File: src/rtl/pdc_pkg.sv
package pdc_pkg;
  parameter int ADDR_W = 8;
  parameter int DATA_W = 8;
  parameter int NREG   = 5;

  localparam int IX_CTL1 = 0;
  localparam int IX_SRST = 1;
  localparam int IX_CLKG = 2;
  localparam int IX_TXP  = 3;
  localparam int IX_RXP  = 4;

  localparam int CTL1_PD  = 0;
  localparam int CTL1_BUS = 1;
  localparam int SRST_BIT = 0;
  localparam int CLKG_BIT = 0;
  localparam int TX_CHAN  = 0;
  localparam int RX_AUXIN = 0;
  localparam int RX_HS    = 1;
  localparam int RX_SPK   = 2;
  localparam int RX_AUXO  = 3;
  localparam int RX_CODEC_LO = 4;

  function automatic logic [ADDR_W-1:0] reg_addr(input int ix);
    case (ix)
      IX_CTL1: reg_addr = ADDR_W'(8'h0E);
      IX_SRST: reg_addr = ADDR_W'(8'h0F);
      IX_CLKG: reg_addr = ADDR_W'(8'h10);
      IX_TXP:  reg_addr = ADDR_W'(8'h12);
      default: reg_addr = ADDR_W'(8'h13);
    endcase
  endfunction

  function automatic logic [DATA_W-1:0] reg_dflt(input int ix);
    case (ix)
      IX_CTL1: reg_dflt = DATA_W'(1) << CTL1_PD;
      IX_CLKG: reg_dflt = DATA_W'(1) << CLKG_BIT;
      default: reg_dflt = '0;
    endcase
  endfunction
endpackage

File: src/rtl/pdc_rst_sync.sv
module pdc_rst_sync #(
  parameter int STAGES = 2
) (
  input  logic clk,
  input  logic rst_n,
  output logic rst_sync_n
);
  logic [STAGES-1:0] sync_q;
  logic [STAGES-1:0] sync_d;

  always_comb sync_d = {sync_q[STAGES-2:0], 1'b1};

  always_ff @(posedge clk or negedge rst_n) begin
    if (!rst_n) sync_q <= '0;
    else        sync_q <= sync_d;
  end

  assign rst_sync_n = sync_q[STAGES-1];
endmodule

File: src/rtl/pdc_regfile.sv
module pdc_regfile
  import pdc_pkg::*;
(
  input  logic                          clk,
  input  logic                          rst_n,
  input  logic                          wr_en,
  input  logic [ADDR_W-1:0]             addr,
  input  logic [DATA_W-1:0]             wdata,
  output logic [NREG-1:0][DATA_W-1:0]   regs,
  output logic [DATA_W-1:0]             rdata
);
  logic srst_now;
  logic srst_set;
  logic hold_dflt;

  assign srst_now  = regs[IX_SRST][SRST_BIT];
  assign srst_set  = wr_en && (addr == reg_addr(IX_SRST)) && wdata[SRST_BIT];
  assign hold_dflt = srst_now || srst_set;

  for (genvar i = 0; i < NREG; i++) begin : g_reg
    logic              hit;
    logic              en;
    logic [DATA_W-1:0] d_r;
    logic [DATA_W-1:0] q_r;

    assign hit = wr_en && (addr == reg_addr(i));

    if (i == IX_SRST) begin : g_srst
      always_comb begin
        en  = hit;
        d_r = wdata;
      end
    end else begin : g_ctl
      always_comb begin
        en  = hit || hold_dflt;
        d_r = hold_dflt ? reg_dflt(i) : wdata;
      end
    end

    always_ff @(posedge clk or negedge rst_n) begin
      if (!rst_n)  q_r <= reg_dflt(i);
      else if (en) q_r <= d_r;
    end

    assign regs[i] = q_r;
  end

  always_comb begin
    rdata = '0;
    for (int k = 0; k < NREG; k++) begin
      if (addr == reg_addr(k)) rdata = regs[k];
    end
  end


  sreset_hold_chk: assert property (@(posedge clk) disable iff (!rst_n)
    srst_now |=> (regs[IX_TXP] == '0 && regs[IX_RXP] == '0 &&
                  regs[IX_CTL1] == reg_dflt(IX_CTL1) && regs[IX_CLKG] == reg_dflt(IX_CLKG)));


  sreset_sticky_chk: assert property (@(posedge clk) disable iff (!rst_n)
    (srst_now && !(wr_en && addr == reg_addr(IX_SRST) && !wdata[SRST_BIT])) |=> srst_now);
endmodule

File: src/rtl/pdc_power_logic.sv
module pdc_power_logic
  import pdc_pkg::*;
(
  input  logic              clk,
  input  logic              rst_n,
  input  logic              por_active,
  input  logic              srst,
  input  logic              pd,
  input  logic              bus_mode,
  input  logic              clk_block,
  input  logic [DATA_W-1:0] tx_path,
  input  logic [DATA_W-1:0] rx_path,
  input  logic              strobe_present,
  output logic              codec_en,
  output logic              refbias_en,
  output logic              hs_drv_en,
  output logic              spk_drv_en,
  output logic              auxo_drv_en,
  output logic              osc_en,
  output logic              clk_allow,
  output logic              dout_hiz
);
  logic any_drv;
  logic dout_idle;

  always_comb begin
    codec_en    = (|tx_path) || (|rx_path[DATA_W-1:RX_CODEC_LO]);
    hs_drv_en   = rx_path[RX_HS];
    spk_drv_en  = rx_path[RX_SPK];
    auxo_drv_en = rx_path[RX_AUXO];
    any_drv     = hs_drv_en || spk_drv_en || auxo_drv_en;
    refbias_en  = codec_en || any_drv || rx_path[RX_AUXIN];
    osc_en      = !pd;
    clk_allow   = !clk_block;
    dout_idle   = bus_mode ? !tx_path[TX_CHAN] : !strobe_present;
    dout_hiz    = por_active || srst || dout_idle;
  end


  refbias_cover_chk: assert property (@(posedge clk) disable iff (!rst_n)
    (codec_en || hs_drv_en || spk_drv_en || auxo_drv_en) |-> refbias_en);


  srst_float_chk: assert property (@(posedge clk) disable iff (!rst_n)
    srst |-> (dout_hiz && !codec_en && !refbias_en));
endmodule

File: src/rtl/pwr_domain_ctrl.sv
module pwr_domain_ctrl
  import pdc_pkg::*;
(
  input  logic              clk,
  input  logic              rst_n,
  input  logic              bus_we,
  input  logic [ADDR_W-1:0] bus_addr,
  input  logic [DATA_W-1:0] bus_wdata,
  output logic [DATA_W-1:0] bus_rdata,
  input  logic              strobe_present,
  input  logic              ext_clk_in,
  output logic              codec_en,
  output logic              refbias_en,
  output logic              hs_drv_en,
  output logic              spk_drv_en,
  output logic              auxo_drv_en,
  output logic              osc_en,
  output logic              ext_clk_gated,
  output logic              dout_hiz
);
  logic                        por_n;
  logic [NREG-1:0][DATA_W-1:0] regs;
  logic                        clk_allow;

  pdc_rst_sync #(.STAGES(2)) u_sync (
    .clk        (clk),
    .rst_n      (rst_n),
    .rst_sync_n (por_n)
  );

  pdc_regfile u_regs (
    .clk   (clk),
    .rst_n (por_n),
    .wr_en (bus_we),
    .addr  (bus_addr),
    .wdata (bus_wdata),
    .regs  (regs),
    .rdata (bus_rdata)
  );

  pdc_power_logic u_pwr (
    .clk            (clk),
    .rst_n          (por_n),
    .por_active     (!por_n),
    .srst           (regs[IX_SRST][SRST_BIT]),
    .pd             (regs[IX_CTL1][CTL1_PD]),
    .bus_mode       (regs[IX_CTL1][CTL1_BUS]),
    .clk_block      (regs[IX_CLKG][CLKG_BIT]),
    .tx_path        (regs[IX_TXP]),
    .rx_path        (regs[IX_RXP]),
    .strobe_present (strobe_present),
    .codec_en       (codec_en),
    .refbias_en     (refbias_en),
    .hs_drv_en      (hs_drv_en),
    .spk_drv_en     (spk_drv_en),
    .auxo_drv_en    (auxo_drv_en),
    .osc_en         (osc_en),
    .clk_allow      (clk_allow),
    .dout_hiz       (dout_hiz)
  );

  assign ext_clk_gated = ext_clk_in && clk_allow;


  osc_start_chk: assert property (@(posedge clk) disable iff (!por_n)
    $rose(osc_en) |-> $past(bus_we && bus_addr == reg_addr(IX_CTL1) && !bus_wdata[CTL1_PD]));


  clk_block_chk: assert property (@(posedge clk) disable iff (!por_n)
    (bus_we && bus_addr == reg_addr(IX_CLKG) && bus_wdata[CLKG_BIT] && !regs[IX_SRST][SRST_BIT])
      |=> !clk_allow);
endmodule

File: config.mk
export PLATFORM = sky130hd
export DESIGN_NAME = pwr_domain_ctrl
export DESIGN_NICKNAME = d
export VERILOG_FILES = /design/src/rtl/pdc_pkg.sv /design/src/rtl/pdc_rst_sync.sv /design/src/rtl/pdc_regfile.sv /design/src/rtl/pdc_power_logic.sv /design/src/rtl/pwr_domain_ctrl.sv
export SDC_FILE = /design/constraint.sdc
export NUM_CORES = 1
export LEC_CHECK = 0
export ABC_AREA = 1
export CORE_ASPECT_RATIO = 1.4
export CORE_MARGIN = 5
export CORE_UTILIZATION = 40
export CTS_BUF_LIST = sky130_fd_sc_hd__clkbuf_4
export DETAILED_ROUTE_END_ITERATION = 8
export PLACE_DENSITY = 0.59
export SYNTH_ARGS = -nofsm -noshare
export SYNTH_HDL_FRONTEND = slang
export SYNTH_SLANG_ARGS = --single-unit
File: constraint.sdc
create_clock -name clk -period 2.1 [get_ports clk]
set_input_delay 0.21 -clock clk [delete_from_list [all_inputs] [get_ports clk]]
set_output_delay 0.21 -clock clk [all_outputs]
set_load 0.02 [all_outputs]
Word level (Yosys, flattened, before mapping)

Cells that the tools add are included.

Bits in registers: 42
Latch bits: 0
Bits in writable memories: 0
ROM bits: 0
Input bits: 21
Output and inout bits: 16
Word-level logic and storage cells: 45
Memories kept: 0

$add $sub $neg: 0
Multiply operators: 0
Div/mod/pow operators: 0
$lt $le $gt $ge: 0
Eq/ne operators: 5
Shifts and indexed selects: 0
Muxes and demuxes: 8
Bitwise operators: 0
Reductions and logical operators: 26

Operators by type and width:

| kind                                                            | count |
|---|---|
| 8-bit two-way mux                                               | 7 |
| 8-bit by 5-bit == test with 1-bit output, second input constant | 3 |
| 8-bit by 4-bit == test with 1-bit output, second input constant | 2 |
| 1-bit logical OR                                                | 12 |
| 8-bit OR reduction                                              | 1 |
| 1-bit logical AND                                               | 7 |
| 1-bit logical NOT                                               | 5 |
| 4-bit OR reduction                                              | 1 |
| 1-bit two-way mux                                               | 1 |

Depth between registers and ports, before layout

Depth after elaboration: 6
Mapped depth: 9
Depth with buffers taken out: 7

By module

Synthesis repeated with hierarchy kept, for this count alone.

Cells, all modules: 315
Area, all modules: 2474.9 um2

Modules (own cells, without submodules):

| module          | times used | cells an instance | area an instance (um2) |
|---|---|---|---|
| pdc_regfile     | 1          | 284               | 2294.7 |
| pdc_power_logic | 1          | 25                | 115.1 |
| pdc_rst_sync    | 1          | 3                 | 53.8 |
| pwr_domain_ctrl | 1          | 3                 | 11.3 |

Worst setup path after synthesis

Ideal clock, no wire load.

Kind: reg-to-output
From: register u_sync.sync_q[1]
To: output port dout_hiz
Arrival: 1.682 ns
Required time: 1.890 ns
Slack: 0.208 ns
Stages on the path, launching flop included: 2
Path buffers: 0
Cells stage by stage: dfrtp_1 -> o2111ai_1

Cells in the longest elaborated chain, start to end: 3

RTL lines:

| what                          | RTL line              | source |
|---|---|---|
| start: declaration            | pdc_rst_sync.sv:8     | `logic [STAGES-1:0] sync_q;` |
| start signal: assignment      | pdc_rst_sync.sv:15    | `else sync_q <= sync_d;` |
| 1-bit logical NOT (no line)   | -                     |  |
| 1-bit logical OR (2 in a row) | pdc_power_logic.sv:36 | `dout_hiz = por_active \|\| srst \|\| dout_idle;` |
| end: declaration              | pwr_domain_ctrl.sv:19 | `output logic dout_hiz` |

Every way passes these cells.

Worst setup path after layout

From: input port bus_addr[1]
To: output port bus_rdata[5]

Cells in the longest elaborated chain, start to end: 6
Elaborated cells between the ends (all ways): 10
Those cells by class: eq/ne (5); mux (5)

RTL lines:

| what                                     | RTL line             | source |
|---|---|---|
| start: declaration                       | pwr_domain_ctrl.sv:7 | `input logic [ADDR_W-1:0] bus_addr,` |
| 8-bit by 4-bit == test with 1-bit output | pdc_regfile.sv:51    | `if (addr == reg_addr(k)) rdata = regs[k];` |
| 8-bit two-way mux (4 in a row)           | pdc_regfile.sv:51    |  |
| 8-bit two-way mux (*)                    | pdc_regfile.sv:51    |  |
| end: declaration                         | pwr_domain_ctrl.sv:9 | `output logic [DATA_W-1:0] bus_rdata,` |

Mark *: on every way between the ends. The rest lies on a longest branch, timed or not.

==> flow_summary.json <==
{
  "synth_top_area_cell": "dfrtp_1",
  "ys_top_cells_by_area": "dfrtp_1 40%, nand4_1 18%, nand2_1 14%, nand3_1 5.6%, buf_6 3.6%",
  "setup_viol": 0,
  "fin_nets": 369,
  "vias_per_cell": 5.55,
  "drt_pass1_iterations": 4,
  "antenna_found_initial": 0,
  "syn_area_um2": 2490,
  "outcome": "finished, final reports clean",
  "initialDrtViolationCount": 293,
  "fin_util": 0.485,
  "cts_tree": "built",
  "r2r_end": "u_regs.g_reg[2].q_r[4]$_DFFE_PN0P_",
  "synth_warnings": 0,
  "finalWeightedCongestion": 0.825,
  "clockBufferDepth": 2,
  "wire_per_inst_um": 15.7,
  "synthFlopType": "dfrtp_1",
  "ys_seq_area_frac": 0.423,
  "dp_hpwl_mm": 4.66,
  "ant_nets": 0,
  "hold_class": "register to asynchronous set/reset pin",
  "reg2reg_from": "u_regs.g_reg[1].q_r[0]$_DFFE_PN0P_",
  "cap_violations": 0,
  "die_y_um": 103,
  "placed_cell_area_um2": 2940,
  "report.final.slew_viol_count": 0,
  "worstPathCellList": "clkdlybuf4s50_1 -> nand2_2 -> buf_12 -> nor2_8 -> nand3_1 -> nand2_1 -> inv_1 -> nand4_1 -> clkdlybuf4s15_1",
  "post-route-period-util": 0.933,
  "row_count": 34,
  "synth_area_per_cell_um2": 8.13,
  "grt_max_degree": 66,
  "crit_end": "bus_rdata[5]",
  "placed_cells": 412,
  "io_pins": 37,
  "clock_latency_ns": 0.35,
  "syn_inst": 306,
  "wirelength_mm": 6.59,
  "start_kind": "input pin",
  "top_usage_layer": "met2",
  "die_area_um2": 7920,
  "numPortBuffers": 36,
  "max_freq_mhz": 510,
  "fin_skew_ns": 0.00850,
  "period_needed_ns": 1.96,
  "final_cells": 420,
  "grt_pass1_wl_mm": 10.8,
  "pre_cts_ws_ns": -0.236,
  "cts_max_level": 2,
  "rsz0062_at_grt": "no",
  "cp-end-kind": "output pin",
  "p_total_mw": 1.41,
  "cp_slowest_cell": "clkdlybuf4s50_1",
  "synth_top_area_share": 0.402,
  "initial_utilization": 0.406,
  "required_ns": 1.89,
  "post-route-cell-area_um2": 2970,
  "layout-drive-gt1-share": 0.144,
  "fin_tns_setup_ns": 0,
  "fp.dieW_um": 76.7,
  "startpoint": "bus_addr[1]",
  "grt_pass1_vias": 2200,
  "r2r_cells": 4,
  "n_fill_cell": 626,
  "tightest_slew_ns": 0.620,
  "drc": 0,
  "overflow": 0,
  "synthesis.nets": 327,
  "grt_use_met3": 0.0303,
  "synth_enable_flop_cells": 0,
  "synth_cell_type_count": 28,
  "clk_pin_slew_worst_paths_ns": 0.12,
  "grtUsageTotal": 0.169,
  "ir_worst_vdd_uv": 395,
  "crit_type": "input pin to output pin",
  "numCtsBuffers": 5,
  "clock_sinks": 42,
  "synthArstFlopShare": 1.00,
  "slew_headroom": 0.586,
  "use_met2": 0.287,
  "critPathBufInv": 4,
  "multiInputGateArea_um2": 1180,
  "power-per-cell-area_nw_per_um2": 474,
  "antenna_cells": 0,
  "p_leak_nw": 1.54,
  "netlist_top_cells_count": "93 x nand2_1, 70 x nand4_1, 40 x dfrtp_1",
  "synth.most_common_cell": "nand2_1",
  "slowest_delay_ns": 0.51,
  "critical_path_peak_fanout": 10,
  "cp.arrival_ns": 1.75,
  "worst_slack_ns": 0.140,
  "globalRouteMet1Util": 0.224,
  "crit_cells": 9,
  "dr_total_vias": 2333,
  "synth-seq-cells": 42,
  "r2r_slack_ns": 0.75,
  "hold_violations": 0,
  "regArea_um2": 1050,
  "core_area_um2": 6130,
  "path_delay_family": "buffers and inverters",
  "cts-root-buf": "clkbuf_4",
  "area_growth_pct": 19.4,
  "worst_hold_slack_ns": 0.361
}
==> cells by family after synthesis <==
| kind of cell | Yosys count | synth area share |
|---|---|---|
| AOI/OAI and AO/OA | 2 | 0.00553 |
| buffers and inverters | 42 | 0.103 |
| DFF | 42 | 0.423 |
| other | 1 | 0.00151 |
| and+or+nand+nor | 219 | 0.467 |
==> what timing repair did <==
item | in CTS | in global routing
setup buffers | 0 | 0
hold buffers | 1 | 0
gates resized for setup | 9 | 17
endpoints found under the hold margin | 2 | 0
setup endpoints to repair | 8 | 10
==> worst min path at each step <==
stage                                          start                            endpoint  slack (ns)  cells past startpoint
after floorplan                                rst_n          u_sync.sync_q[0]$_DFF_PN0_       -0.09                      0
after global placement    u_sync.sync_q[0]$_DFF_PN0_          u_sync.sync_q[1]$_DFF_PN0_        0.35                      0
after detailed placement  u_sync.sync_q[0]$_DFF_PN0_          u_sync.sync_q[1]$_DFF_PN0_        0.34                      0
after CTS                 u_sync.sync_q[1]$_DFF_PN0_  u_regs.g_reg[2].q_r[3]$_DFFE_PN0P_        0.38                      1
after global routing      u_sync.sync_q[0]$_DFF_PN0_          u_sync.sync_q[1]$_DFF_PN0_        0.40                      0
final                     u_sync.sync_q[1]$_DFF_PN0_  u_regs.g_reg[0].q_r[1]$_DFFE_PN0P_        0.36                      1
==> worst register-to-register path: stages, from the launching register on <==
cell and delay [ns]:
dfrtp_1 0.42, inv_1 0.08, buf_4 0.52, nand4_1 0.20, nand2_1 0.10
==> cell usage in the layout (no fill, tap or decap), drive strengths merged <==
master	instances
nand3	31
inv	25
nand4	71
dfstp	2
o21ai	1
dlymetal6s2s	2
buf	15
clkbuf	11
dlygate4sd3	1
o2111ai	1
nor2	18
nand2	96
clkinv	2
nor3	1
conb	1
clkdlybuf4s50	26
dfrtp	40
clkdlybuf4s15	2
nor4	1
or2	1
==> metal layers <==
layer	vias to the layer above	wire length, um
met4	0	89
met3	8	345
met1	1112	2860
li1	1143	-
met5	-	0
met2	70	3290
==> cell type report <==
| class | count | share of cell area |
|---|---|---|
| multi-input cells | 222 | 0.397 |
| repair buffers | 52 | 0.171 |
| inverters | 25 | 0.0316 |
| clock inverters | 2 | 0.00337 |
| well taps | 72 | 0.0303 |
| clock buffers | 5 | 0.0126 |
| flip-flops and latches | 42 | 0.355 |
==> power breakdown <==
group          switching (mW)  total, mW  internal (mW)  leakage [nW]
logic                   0.114      0.189         0.0747         0.936
registers              0.0107      0.837          0.827         0.570
clock network           0.262      0.383          0.121        0.0308
total                   0.387       1.41           1.02          1.54
==> sequential cells by signal, indices dropped and copies added (netlist names) <==
register,cells
u_sync.sync_q,2
u_regs.g.q_r,40
Note: power is estimated with default switching activity, not from simulation.
